<file path="src/rtl/vbd_pkg.sv">
package vbd_pkg;

    localparam int DATA_W    = 16;
    localparam int ADDR_W    = 32;
    localparam int SW_W      = 16;
    localparam int AM_W      = 6;
    localparam int NUM_REGS  = 24;
    localparam int IDX_W     = $clog2(NUM_REGS);
    localparam int PAGE_LSB  = 16;
    localparam int A24_MSB   = 23;
    localparam int IDX_LSB   = 1;
    localparam int MID_LSB   = IDX_LSB + IDX_W;
    localparam int MID_MSB   = PAGE_LSB - 1;
    localparam int A24_PAGE_W = A24_MSB - PAGE_LSB + 1;

    typedef enum logic [1:0] {
        PH_IDLE   = 2'd0,
        PH_DECODE = 2'd1,
        PH_ACK    = 2'd2,
        PH_SKIP   = 2'd3
    } phase_e;

    typedef enum logic [1:0] {
        SP_NONE = 2'd0,
        SP_A24  = 2'd1,
        SP_A32  = 2'd2
    } space_e;

    typedef struct packed {
        logic readable;
        logic writable;
    } reg_attr_t;

    typedef struct packed {
        logic              is_write;
        logic [IDX_W-1:0]  idx;
        logic [DATA_W-1:0] wdata;
    } req_t;

    function automatic space_e am_space(input logic [AM_W-1:0] am);
        case (am)
            6'h39, 6'h3D: return SP_A24;
            6'h09, 6'h0D: return SP_A32;
            default:      return SP_NONE;
        endcase
    endfunction

    function automatic reg_attr_t reg_attr(input logic [IDX_W-1:0] idx);
        reg_attr_t a;
        a = '{readable: 1'b0, writable: 1'b0};
        case (idx)
            5'd0, 5'd1, 5'd5, 5'd6, 5'd7,
            5'd13, 5'd16, 5'd17, 5'd20, 5'd21: a = '{readable: 1'b1, writable: 1'b1};
            5'd2, 5'd3, 5'd4, 5'd11, 5'd12,
            5'd18, 5'd19:                       a = '{readable: 1'b1, writable: 1'b0};
            5'd8, 5'd23:                        a = '{readable: 1'b0, writable: 1'b1};
            default:                            a = '{readable: 1'b0, writable: 1'b0};
        endcase
        return a;
    endfunction

    function automatic logic [NUM_REGS-1:0] writable_mask();
        logic [NUM_REGS-1:0] m;
        m = '0;
        for (int i = 0; i < NUM_REGS; i++) m[i] = reg_attr(IDX_W'(i)).writable;
        return m;
    endfunction

    function automatic logic [NUM_REGS-1:0] readable_mask();
        logic [NUM_REGS-1:0] m;
        m = '0;
        for (int i = 0; i < NUM_REGS; i++) m[i] = reg_attr(IDX_W'(i)).readable;
        return m;
    endfunction

endpackage

</file>
<file path="src/rtl/vbd_addr_match.sv">
module vbd_addr_match
    import vbd_pkg::*;
#(
    parameter int P_ADDR_W = ADDR_W,
    parameter int P_SW_W   = SW_W,
    parameter int P_NREGS  = NUM_REGS
) (
    input  logic [P_ADDR_W-1:1] addr,
    input  logic [AM_W-1:0]     am,
    input  logic [P_SW_W-1:0]   base_sw,
    output logic                hit,
    output logic [IDX_W-1:0]    idx
);

    space_e space;
    logic   page_ok;
    logic   mid_zero;
    logic   in_map;

    always_comb begin
        space    = am_space(am);
        idx      = addr[MID_LSB-1:IDX_LSB];
        mid_zero = (addr[MID_MSB:MID_LSB] == '0);
        in_map   = (32'(idx) < 32'(P_NREGS));
        case (space)
            SP_A24:  page_ok = (addr[A24_MSB:PAGE_LSB] == base_sw[A24_PAGE_W-1:0]);
            SP_A32:  page_ok = (addr[P_ADDR_W-1:PAGE_LSB] == base_sw);
            default: page_ok = 1'b0;
        endcase
        hit = page_ok & mid_zero & in_map;
    end

endmodule

</file>
<file path="src/rtl/vbd_rdata_mux.sv">
module vbd_rdata_mux
    import vbd_pkg::*;
#(
    parameter int P_NREGS  = NUM_REGS,
    parameter int P_DATA_W = DATA_W
) (
    input  logic [IDX_W-1:0]            idx,
    input  logic [P_NREGS*P_DATA_W-1:0] rdata_flat,
    output logic [P_DATA_W-1:0]         rdata
);

    logic [P_DATA_W-1:0] slots [P_NREGS];

    for (genvar g = 0; g < P_NREGS; g++) begin : g_slot
        assign slots[g] = rdata_flat[g*P_DATA_W +: P_DATA_W];
    end

    always_comb begin
        rdata = '0;
        for (int i = 0; i < P_NREGS; i++) begin
            if (idx == IDX_W'(i) && reg_attr(IDX_W'(i)).readable) rdata = slots[i];
        end
    end

endmodule

</file>
<file path="src/rtl/vbd_cycle_ctrl.sv">
module vbd_cycle_ctrl
    import vbd_pkg::*;
#(
    parameter int P_NREGS  = NUM_REGS,
    parameter int P_DATA_W = DATA_W
) (
    input  logic                clk,
    input  logic                rst,
    input  logic                strobe_act,
    input  logic                ds_idle,
    input  logic                hit,
    input  logic                is_write,
    input  logic [IDX_W-1:0]    idx_in,
    input  logic [P_DATA_W-1:0] wdata_in,
    input  logic [P_DATA_W-1:0] rdata_sel,
    output logic [IDX_W-1:0]    cur_idx,
    output logic                dtack_n,
    output logic [P_NREGS-1:0]  rd_stb,
    output logic [P_NREGS-1:0]  wr_stb,
    output logic [P_DATA_W-1:0] data_out,
    output logic                data_oe,
    output logic [P_DATA_W-1:0] wdata_out
);

    phase_e              ph_q;
    req_t                req_q;
    reg_attr_t           attr;
    logic [P_NREGS-1:0]  sel_onehot;

    always_comb begin
        attr       = reg_attr(req_q.idx);
        sel_onehot = P_NREGS'(1) << req_q.idx;
        cur_idx    = req_q.idx;
    end

    always_ff @(posedge clk) begin
        if (rst) begin
            ph_q      <= PH_IDLE;
            req_q     <= '0;
            dtack_n   <= 1'b1;
            rd_stb    <= '0;
            wr_stb    <= '0;
            data_out  <= '0;
            data_oe   <= 1'b0;
            wdata_out <= '0;
        end else begin
            rd_stb <= '0;
            wr_stb <= '0;
            case (ph_q)
                PH_IDLE: begin
                    if (strobe_act) begin
                        if (hit) begin
                            req_q <= '{is_write: is_write, idx: idx_in, wdata: wdata_in};
                            ph_q  <= PH_DECODE;
                        end else begin
                            ph_q  <= PH_SKIP;
                        end
                    end
                end
                PH_DECODE: begin
                    if (strobe_act) begin
                        ph_q      <= PH_ACK;
                        dtack_n   <= 1'b0;
                        wdata_out <= req_q.wdata;
                        if (req_q.is_write) begin
                            data_out <= '0;
                            data_oe  <= 1'b0;
                            if (attr.writable) wr_stb <= sel_onehot;
                        end else begin
                            data_out <= rdata_sel;
                            data_oe  <= 1'b1;
                            if (attr.readable) rd_stb <= sel_onehot;
                        end
                    end else begin
                        ph_q <= PH_IDLE;
                    end
                end
                PH_ACK: begin
                    if (ds_idle) begin
                        ph_q     <= PH_IDLE;
                        dtack_n  <= 1'b1;
                        data_oe  <= 1'b0;
                        data_out <= '0;
                    end
                end
                PH_SKIP: begin
                    if (ds_idle) ph_q <= PH_IDLE;
                end
                default: ph_q <= PH_IDLE;
            endcase
        end
    end

endmodule

</file>
<file path="src/rtl/vbus_reg_decoder.sv">
module vbus_reg_decoder
    import vbd_pkg::*;
(
    input  logic                         clk,
    input  logic                         rst,
    input  logic [ADDR_W-1:1]            vme_addr_i,
    input  logic [AM_W-1:0]              vme_am_i,
    input  logic                         vme_as_n_i,
    input  logic                         vme_ds0_n_i,
    input  logic                         vme_ds1_n_i,
    input  logic                         vme_write_n_i,
    input  logic [DATA_W-1:0]            vme_data_i,
    input  logic [SW_W-1:0]              base_sw_i,
    input  logic [NUM_REGS*DATA_W-1:0]   reg_rdata_i,
    output logic [DATA_W-1:0]            vme_data_o,
    output logic                         vme_data_oe_o,
    output logic                         vme_dtack_n_o,
    output logic [NUM_REGS-1:0]          reg_rd_o,
    output logic [NUM_REGS-1:0]          reg_wr_o,
    output logic [DATA_W-1:0]            reg_wdata_o
);

    logic              strobe_act;
    logic              ds_idle;
    logic              hit;
    logic [IDX_W-1:0]  dec_idx;
    logic [IDX_W-1:0]  cur_idx;
    logic [DATA_W-1:0] rdata_sel;

    assign strobe_act = ~vme_as_n_i & ~vme_ds0_n_i & ~vme_ds1_n_i;
    assign ds_idle    = vme_ds0_n_i & vme_ds1_n_i;

    vbd_addr_match #(
        .P_ADDR_W (ADDR_W),
        .P_SW_W   (SW_W),
        .P_NREGS  (NUM_REGS)
    ) u_match (
        .addr    (vme_addr_i),
        .am      (vme_am_i),
        .base_sw (base_sw_i),
        .hit     (hit),
        .idx     (dec_idx)
    );

    vbd_rdata_mux #(
        .P_NREGS  (NUM_REGS),
        .P_DATA_W (DATA_W)
    ) u_mux (
        .idx        (cur_idx),
        .rdata_flat (reg_rdata_i),
        .rdata      (rdata_sel)
    );

    vbd_cycle_ctrl #(
        .P_NREGS  (NUM_REGS),
        .P_DATA_W (DATA_W)
    ) u_ctrl (
        .clk        (clk),
        .rst        (rst),
        .strobe_act (strobe_act),
        .ds_idle    (ds_idle),
        .hit        (hit),
        .is_write   (~vme_write_n_i),
        .idx_in     (dec_idx),
        .wdata_in   (vme_data_i),
        .rdata_sel  (rdata_sel),
        .cur_idx    (cur_idx),
        .dtack_n    (vme_dtack_n_o),
        .rd_stb     (reg_rd_o),
        .wr_stb     (reg_wr_o),
        .data_out   (vme_data_o),
        .data_oe    (vme_data_oe_o),
        .wdata_out  (reg_wdata_o)
    );

endmodule

</file>
<file path="config.mk">
export PLATFORM = sky130hd
export DESIGN_NAME = vbus_reg_decoder
export DESIGN_NICKNAME = d
export VERILOG_FILES = /design/src/rtl/vbd_pkg.sv /design/src/rtl/vbd_addr_match.sv /design/src/rtl/vbd_rdata_mux.sv /design/src/rtl/vbd_cycle_ctrl.sv /design/src/rtl/vbus_reg_decoder.sv
export SDC_FILE = /design/constraint.sdc
export NUM_CORES = 1
export LEC_CHECK = 0
export BUFFER_PORTS_ARGS = -buffer_cell sky130_fd_sc_hd__buf_2
export CAP_MARGIN = 20
export CORE_AREA = 2 2 213 215
export CTS_CLUSTER_DIAMETER = 150
export DETAILED_ROUTE_END_ITERATION = 10
export DIE_AREA = 0 0 215 217
export PLACE_DENSITY = 0.43
export SLEW_MARGIN = 20
export SYNTH_ARGS = -nofsm -noshare
export SYNTH_HDL_FRONTEND = slang
export SYNTH_HIERARCHICAL = 1
export SYNTH_SLANG_ARGS = --single-unit
</file>
<file path="constraint.sdc">
create_clock -name clk -period 4.7 [get_ports clk]
set_input_delay 1.41 -clock clk [delete_from_list [all_inputs] [get_ports clk]]
set_output_delay 1.41 -clock clk [all_outputs]
set_load 0.005 [all_outputs]
</file>
* Word level (Yosys, flattened, before mapping)
Memories as Yosys holds them, arrays and structs flattened. A register that Yosys moved wholly into a read port is not among the register bits.
Cells that the tools add are included.
** Operators by class
- $lt $le $gt $ge :: 1
- Bitwise operators :: 14
- Reductions and logical operators :: 13
- Shift operators :: 1
- Equal/unequal tests :: 31
- Muxes and demuxes :: 37
** Operators with widths (count)
- 16-bit two-way mux :: 20
- 16-bit one-hot mux with 2 select lines :: 1
- 5-bit equality test (second input constant) :: 6
- 1-bit by 5-bit << shifter with 24-bit output (first input constant) :: 1
- 5-bit by 3-bit equality test with 1-bit output (second input constant) :: 4
- 16-bit equality test :: 1
- 5-bit by 4-bit equality test with 1-bit output (second input constant) :: 3
- 6-bit by 4-bit equality test with 1-bit output (second input constant) :: 2
- 6-bit equality test (second input constant) :: 2
- 5-bit by 2-bit equality test with 1-bit output (second input constant) :: 2
- 10-bit zero test :: 1
- 5-bit two-way mux :: 2
- 5-bit OR reduction :: 2
- 1-bit NOT :: 9
- 8-bit equality test :: 1
- 2-bit two-way mux :: 4
- 2-bit equality test (second input constant) :: 3
- 2-bit inequality test (second input constant) :: 3
- 1-bit one-hot mux with 2 select lines :: 3
- 2-bit one-hot mux with 3 select lines :: 1
- 3-bit AND reduction :: 2
- 2-bit OR reduction :: 3
- 1-bit bitwise AND :: 5
- 5-bit by 1-bit equality test with 1-bit output (second input constant) :: 1
- 9 further kinds :: 15
** Word-level totals
- Input port bits :: 459
- Bits in read-only memories :: 64
- Logic and storage cells :: 108
- Memories kept :: 1
- Register bits :: 106
** Memories
- (no name shown) :: words 32, width 2, read ports 1, clocked after Yosys merged registers in 1, write ports 0, RTL line vbd_pkg.sv:51 : case (idx)

* Logic depth before layout (Yosys ltp)
Gate-level depths: netlist of the first run.
- Word-level depth :: 21
- Depth in mapped cells :: 12
- Depth with buffers taken out :: 11

* Cells and area by module
The synthesis of the first run kept the hierarchy.
** Modules (own cells, without submodules)
- vbd_cycle_ctrl :: cells an instance 384, seq. area each 2162.1 sq um, area an instance 3617.2 sq um, times used 1
- vbd_rdata_mux :: cells an instance 463, seq. area each 0.0 sq um, area an instance 3101.7 sq um, times used 1
- vbd_addr_match :: cells an instance 41, seq. area each 0.0 sq um, area an instance 300.3 sq um, times used 1
- vbus_reg_decoder :: cells an instance 3, seq. area each 0.0 sq um, area an instance 20.0 sq um, times used 1

* Worst setup path after synthesis of the first run
No wires, ideal clock.
- Kind :: in2reg
- From :: in vme_am_i[3]
- To :: reg, netlist name u_ctrl/attr[1]
- Arrival time :: 3563 ps
- Cell stages on the path :: 12
- Setup slack :: 1050 ps
- Buffers on the path :: 1
- Cell sequence :: nand2_1 > or2_2 > nor3_1 > ha_1 > nor3_1 > nand4_1 > nor4_1 > and4bb_1 > buf_4 > nand3b_1 > a21o_1 > o31ai_1
** Between the ends
- Word-level cells in the longest chain between the ends :: 10
** RTL lines
- start: declaration :: RTL line vbus_reg_decoder.sv:7 : input logic [AM_W-1:0] vme_am_i,
- 6-bit by 4-bit equality test with 1-bit output or 6-bit equality test (tied branches) :: RTL line vbd_pkg.sv:41 : case (am)
- 2-bit OR reduction :: RTL line vbd_pkg.sv:41
- 2-bit one-hot mux with 2 select lines * :: RTL line vbd_pkg.sv:41
- 2-bit equality test or 2-bit by 1-bit equality test with 1-bit output (tied branches) :: RTL line vbd_addr_match.sv:25 : case (space)
- 1-bit one-hot mux with 2 select lines * :: RTL line vbd_addr_match.sv:25
- 1-bit bitwise AND * (2 in series) :: RTL line vbd_addr_match.sv:30 : hit = page_ok & mid_zero & in_map;
- named net hit :: RTL line vbus_reg_decoder.sv:25 : logic hit;
- 3-bit AND reduction (no line) *
- 5-bit two-way mux (no line) * (2 in series)
The timed path passes the listed nets; every way through them passes the cells marked *.
A chain may end at the register's enable or synchronous reset.

* Final worst setup path of the first run
- From :: in vme_am_i[0]
- To :: reg, netlist name u_ctrl/attr[1]
** Between the ends
- Word-level cells in the longest chain between the ends :: 10
** RTL lines (RTL line)
- 6-bit by 4-bit equality test with 1-bit output or 6-bit equality test (tied branches) :: vbd_pkg.sv:41
- 2-bit OR reduction :: vbd_pkg.sv:41
- 2-bit one-hot mux with 2 select lines * :: vbd_pkg.sv:41
- 2-bit equality test or 2-bit by 1-bit equality test with 1-bit output (tied branches) :: vbd_addr_match.sv:25
- 1-bit one-hot mux with 2 select lines * :: vbd_addr_match.sv:25
- 1-bit bitwise AND * (2 in series) :: vbd_addr_match.sv:30
- named net hit :: vbus_reg_decoder.sv:25
- 3-bit AND reduction (no line) *
- 5-bit two-way mux (no line) * (2 in series)
Marked as above.

==> results of run 1 <==
-- flip-flops by register name, indices dropped and copies added (netlist names) --
| register | count |
|---|---|
| u_ctrl/rd_stb | 24 |
| u_ctrl/wr_stb | 24 |
| u_ctrl/req_q | 17 |
| u_ctrl/data_out | 16 |
| u_ctrl/wdata_out | 16 |
| u_ctrl/cur_idx | 5 |
| u_ctrl/attr | 2 |
| u_ctrl/ph_q | 2 |
| u_ctrl/data_oe | 1 |
| u_ctrl/dtack_n | 1 |
-- per-stage QoR --
stage               cells  total power, mW  cell area (sq um)  hold slack, ns
finish               1877             1.96               9920           0.454
global route         1875             2.05               9920           0.477
CTS                  1873             2.00               9910           0.458
detailed placement   1857             1.20               9600           0.447
global placement     1857             1.20               9600           0.432
floorplan             891             1.01               7040           0.432
-- per-layer routing --
metal | up-vias | routed length (microns) | global-route usage
met3 | 33 | 2950 | 0.0354
met4 | 4 | 719 | 0.0416
met1 | 4044 | 17500 | 0.210
met2 | 435 | 19200 | 0.290
met5 | - | 24 | 0
li1 | 3995 | - | -
-- report_power, final --
part	switching, mW	internal [mW]	total (mW)
sequential	0.00209	0.914	0.916
clock	0.395	0.386	0.780
combinational	0.117	0.143	0.260
total	0.514	1.44	1.96
-- worst max-delay path, cell delays in order --
cell      delay (ns)
buf_2           0.08
nand2_1         0.05
or2_2           0.26
nor3_1          0.20
ha_1            0.27
nor3_1          0.24
nand4_1         0.12
nor4_1          0.52
and4bb_1        0.43
buf_4           0.23
nand2_1         0.07
a21oi_1         0.16
o31ai_1         0.09
-- worst min path at each step --
stage | slack (ns) | end | from
6_report | 0.45 | u_ctrl/wdata_out[9] | u_ctrl/req_q[9]
3_5_place_dp | 0.45 | u_ctrl/req_q[1] | u_ctrl/req_q[1]
4_1_cts | 0.46 | u_ctrl/req_q[1] | u_ctrl/req_q[1]
2_1_floorplan | 0.43 | u_ctrl/wdata_out[0] | u_ctrl/req_q[0]
3_3_place_gp | 0.43 | u_ctrl/data_oe | u_ctrl/data_oe
5_1_grt | 0.48 | u_ctrl/req_q[7] | u_ctrl/req_q[7]
-- cell type report --
cell class / instances / area (sq um) / area share
well taps: 600 / 751 / 0.0757
multi-input cells: 690 / 4330 / 0.436
flip-flops and latches: 108 / 2180 / 0.219
repair buffers: 451 / 2320 / 0.234
diodes: 4 / 10.0 / 0.00101
clock inverters: 7 / 83.8 / 0.00845
inverters: 8 / 30.0 / 0.00303
clock buffers: 9 / 225 / 0.0227
-- cell families after synthesis --
| group | Yosys count | share of synthesized area |
|---|---|---|
| DFF | 108 | 0.307 |
| AOI/OAI and AO/OA | 271 | 0.258 |
| and+or+nand+nor | 358 | 0.262 |
| buffers and inverters | 93 | 0.0777 |
| xor gates and xnor gates | 16 | 0.0199 |
| adders and majority gates | 2 | 0.00355 |
| muxes | 43 | 0.0716 |
-- layout by cell type (no fill, tap or decap), types with 6 or more instances in the layout --
master	n
a21o_1	9
a21oi_1	76
a221oi_1	18
a22o_1	9
a22oi_1	16
a31oi_1	8
buf_2	427
buf_4	24
clkbuf_16	9
dfxtp_1	103
inv_1	8
mux2_2	7
mux2i_1	29
nand2_1	116
nand2b_1	21
nand3_1	7
nand3b_1	8
nand4_1	6
nor2_1	99
nor2b_1	20
nor3_1	22
nor4_1	6
o211ai_1	10
o21ai_0	38
o21ai_1	7
o221ai_1	8
o22ai_1	21
xnor2_1	9
xor2_1	7
==> summary.md, run 1 <==
| Metric | Value |
|---|---|
| Run status | `completed` |
| R2R setup slack | `1.55 ns` |
| Initial DRC count | `715` |
| Worst vdd ir | `0.160 mV` |
| Die width | `215 microns` |
| Largest cells by area after synthesis | `dfxtp_1 31%, nand2_1 6.2%, a21oi_1 5.4%` |
| Worst reg2reg endpoint | `u_ctrl/data_out[13]` |
| Synth cell count leaders | `116 x nand2_1, 108 x dfxtp_1, 99 x nor2_1, 76 x a21oi_1, 38 x o21ai_0` |
| Cts bufs inserted | `9` |
| CTS Buffer Depth | `2` |
| # fillers | `5204` |
| Worst r2r path cells | `7` |
| Final period utilization | `0.829` |
| Worst setup endpoint | `u_ctrl/attr[1]` |
| Count of final max-slew check failures | `0` |
| Layout net count | `1729` |
| CTS root buffer | `clkbuf_16` |
| Die H | `217 microns` |
| Clock sink count | `108` |
| Leakage | `4.27 nW` |
| CP max FO | `11` |
| Yosys reg bits | `108` |
| Post-synth cell types | `80` |
| Routed vias | `8511` |
| Area Overhead vs Synth | `41.0%` |
| Ys async rst share | `0` |
| Sequential share of the synthesized area | `0.307` |
| Setup bufs post-CTS | `0` |
| Worst Tran Pin Value | `0.877 ns` |
| Final Hold Fails | `0` |
| WHS Path Cells | `2` |
| Worst Setup End Kind | `flip-flop` |
| Final Util | `0.222` |
| Fmax | `0.257 GHz` |
| Share of cells above drive strength 1 | `0.395` |
| Hold Buf Count CTS | `0` |
| Vias per inst | `4.53` |
| DRC violations left | `0` |
| Minimum clock period | `3.90 ns` |
| CTS tree | `yes` |
| Number of port buffers | `427` |
| Mapped Area | `7040 sq um` |
| Synth Flop Type | `dfxtp_1` |
| Worst Skew | `0.00973 ns` |
| CP startpoint kind | `input port` |
| Critical Path RT | `4.95 ns` |
| FF-to-FF Start | `u_ctrl/cur_idx[2]` |
| Clk slew on worst S/H paths | `0.08 ns` |
| Largest net degree at the start of global routing | `68` |
| Power per cell area | `197 nW/um^2` |
| RSZ-0062 raised after global routing | `no` |
| Die area | `46700 sq um` |
| Post-Syn Nets | `1352` |
| Synth warn | `6` |
| Final WL | `40400 microns` |
| Place WS | `0.372 ns` |
| Core area | `44700 sq um` |
| GRT overflow | `0` |
| Post-synth EDFFs | `0` |
| Final ANT Viol Nets | `0` |
| Syn_area_per_cell | `7.90 sq um` |
| Critical path class | `in -> reg` |
| Worst setup path start | `vme_am_i[0]` |
| DP HPWL | `32900 microns` |
| IO Count | `541` |
| Slew HR | `0.413` |
| Vias in the first global route | `8623` |
| # rows | `78` |
| Post-synthesis cell count | `891` |
| Most common cell in the netlist | `nand2_1` |
| GP Congestion | `0.926` |
| Crit path DAT | `4.15 ns` |
| H-Tree Depth | `3` |
| Leading area contributor after synthesis | `dfxtp_1` |
| Final setup vio count | `0` |
| Total track usage | `0.167` |
| Final worst slack | `0.802 ns` |
| Drt pass-1 iters | `5` |
| Clk Latency, worst-skew pair | `0.36 ns` |
| Post-cts resize count | `0` |
| Top cell type's share of synthesized area | `0.307` |
| Starting Density | `0.157` |
| Max Cap Violations | `0` |
| First-pass GRT wire length | `57500 microns` |
| Antenna violations before repair | `7` |
| Worst min path class | `reg -> reg` |
| Per-cell routed wire length | `21.5 microns` |
| Total negative slack | `0 ns` |
No activity file was read; power rests on OpenSTA's default activity.
==> inputs of run 2 (changes only) <==
--- a/config.mk
+++ b/config.mk
@@ -7,11 +7,11 @@
 export LEC_CHECK = 0
 export BUFFER_PORTS_ARGS = -buffer_cell sky130_fd_sc_hd__buf_2
 export CAP_MARGIN = 20
-export CORE_AREA = 2 2 213 215
+export CORE_AREA = 2 2 208 210
 export CTS_CLUSTER_DIAMETER = 150
 export DETAILED_ROUTE_END_ITERATION = 10
-export DIE_AREA = 0 0 215 217
-export PLACE_DENSITY = 0.43
+export DIE_AREA = 0 0 210 212
+export PLACE_DENSITY = 0.44
 export SLEW_MARGIN = 20
 export SYNTH_ARGS = -nofsm -noshare
 export SYNTH_HDL_FRONTEND = slang
==> constraint.sdc (replaced) <==
create_clock -name clk -period 3.59 [get_ports clk]
set_input_delay 1.077 -clock clk [delete_from_list [all_inputs] [get_ports clk]]
set_output_delay 1.077 -clock clk [all_outputs]
set_load 0.005 [all_outputs]
==> run 2 against run 1 <==
Against the previous run:
- die area down 4.6%
- final area grew 1.9%
- wire length fell by 0.54%
- largest cell class unchanged
- largest power group unchanged
==> summary.md, run 2 (synthesized netlist as in run 1, its figures left out) <==
| Metric | Value |
|---|---|
| Critical path class | `in -> reg` |
| Clk Latency, worst-skew pair | `0.36 ns` |
| Routed vias | `8516` |
| Place WS | `-0.0980 ns` |
| Total track usage | `0.175` |
| Combinational power share | `0.134` |
| Clock sink count | `108` |
| GRT overflow | `0` |
| Slowest CP cell | `nor4_1` |
| Power Total | `2.57 mW` |
| Share of cells above drive strength 1 | `0.410` |
| Total negative slack | `0 ns` |
| GP Congestion | `0.880` |
| Die area | `44500 sq um` |
| H-Tree Depth | `3` |
| Starting Density | `0.166` |
| First-pass GRT wire length | `56700 microns` |
| Worst Setup End Kind | `flip-flop` |
| Core area | `42500 sq um` |
| Fmax | `0.304 GHz` |
| Antenna violations before repair | `9` |
| IO Count | `541` |
| Dpl cells | `1836` |
| Worst vdd ir | `0.206 mV` |
| Run status | `completed` |
| Setup bufs post-CTS | `0` |
| Final worst slack | `0.302 ns` |
| Crit path buffers/inverters | `2` |
| RSZ-0062 raised after global routing | `no` |
| Post-cts resize count | `0` |
| CP Cell Sequence | `buf_2 -> nand2_1 -> or2_2 -> nor3_1 -> ha_1 -> nor3_1 -> nand4_1 -> nor4_1 -> buf_4 -> and4bb_1 -> nand3b_1 -> a21o_1 -> o31ai_1` |
| Leakage | `4.44 nW` |
| Die width | `210 microns` |
| DRC violations left | `0` |
| Worst min path class | `reg -> reg` |
| Area Overhead vs Synth | `43.6%` |
| Minimum clock period | `3.29 ns` |
| CP max FO | `3` |
| Crit path DAT | `3.56 ns` |
| Cts bufs inserted | `9` |
| Number of port buffers | `427` |
| Sw frac | `0.266` |
| Layout net count | `1762` |
| DP HPWL | `33100 microns` |
| Count of final max-slew check failures | `0` |
| # rows | `76` |
| CTS tree | `yes` |
| Final WL | `40200 microns` |
| Int Pwr | `1.89 mW` |
| Die H | `212 microns` |
| Vias in the first global route | `8539` |
| Initial DRC count | `631` |
| Worst Tran Pin Value | `0.745 ns` |
| Final setup vio count | `0` |
| Final ANT Viol Nets | `0` |
| Vias per inst | `4.58` |
| Worst Skew | `0.00991 ns` |
| CP startpoint kind | `input port` |
| Largest net degree at the start of global routing | `54` |
| Crit-path leading delay family | `simple AND/OR/NAND/NOR gates` |
| Commonest non-fill, non-tap cell in the layout | `buf_2` |
| Fin cells | `1858` |
| Drt pass-1 iters | `5` |
| Worst path most repeated cell | `nor3_1` |
| Final Hold Fails | `0` |
| Slowest stage delay, CP | `0.31 ns` |
| CTS root buffer | `clkbuf_16` |
| Seq pwr share | `0.466` |
| Power per cell area | `254 nW/um^2` |
| Per-cell routed wire length | `21.6 microns` |
| Most frequent cells in the layout | `427 x buf_2, 116 x nand2_1, 103 x dfxtp_1, 99 x nor2_1, 76 x a21oi_1` |
| Clock Power Share | `0.400` |
| Clk slew on worst S/H paths | `0.08 ns` |
| Critical Path RT | `3.87 ns` |
| CTS Buffer Depth | `2` |
| Slew HR | `0.503` |
| Final period utilization | `0.916` |
| Max Cap Violations | `0` |
| Hold Buf Count CTS | `0` |
| Final Util | `0.238` |
| Largest registers | `u_ctrl/rd_stb: 24 flops, u_ctrl/wr_stb: 24 flops, u_ctrl/req_q: 17 flops` |
| P_sw | `683 uW` |
[run 2: worst min-delay path, stage by stage (launching register included)]
cell,delay [ns]
dfxtp_1,0.31
nand2_1,0.05
a21oi_1,0.05
[run 2: power groups by stage]
stage                     clock (mW)  combinational, mW  sequential, mW
after detailed placement           0              0.349            1.23
after floorplan                    0              0.101            1.23
after global routing            1.12              0.378            1.20
after CTS                       1.07              0.352            1.20
after global placement             0              0.349            1.23
final                           1.03              0.345            1.20
[run 2: final timing paths]
check / cells after the start / slack [ns] / to / startpoint
setup / recovery: 13 / 0.30 / u_ctrl/attr[1] / vme_am_i[3]
hold / removal: 2 / 0.45 / u_ctrl/wdata_out[2] / u_ctrl/req_q[2]
setup reg to reg: 9 / 0.72 / u_ctrl/data_out[11] / u_ctrl/cur_idx[0]
hold reg to reg: 2 / 0.45 / u_ctrl/wdata_out[2] / u_ctrl/req_q[2]
[run 2: routing by layer]
metal	GRT usage	routed length, microns
met5	0	23
met4	0.0545	775
met3	0.0437	3210
met2	0.297	18900
met1	0.217	17300
[run 2: cell type report]
class,count,area (sq um)
Fill cell,4846,32400
Multi-Input combinational cell,690,4330
Timing Repair Buffer,484,2560
Sequential cell,108,2180
Tap cell,546,683
Clock buffer,9,225
Clock inverter,7,86.3
Inverter,8,30.0
Antenna cell,6,15.0
[run 2: through the flow]
step | hold WS, ns | instance area (sq um)
6_report | 0.452 | 10100
5_1_grt | 0.471 | 10100
3_3_place_gp | 0.431 | 9780
2_1_floorplan | 0.432 | 7040
3_5_place_dp | 0.446 | 9780
4_1_cts | 0.457 | 10100
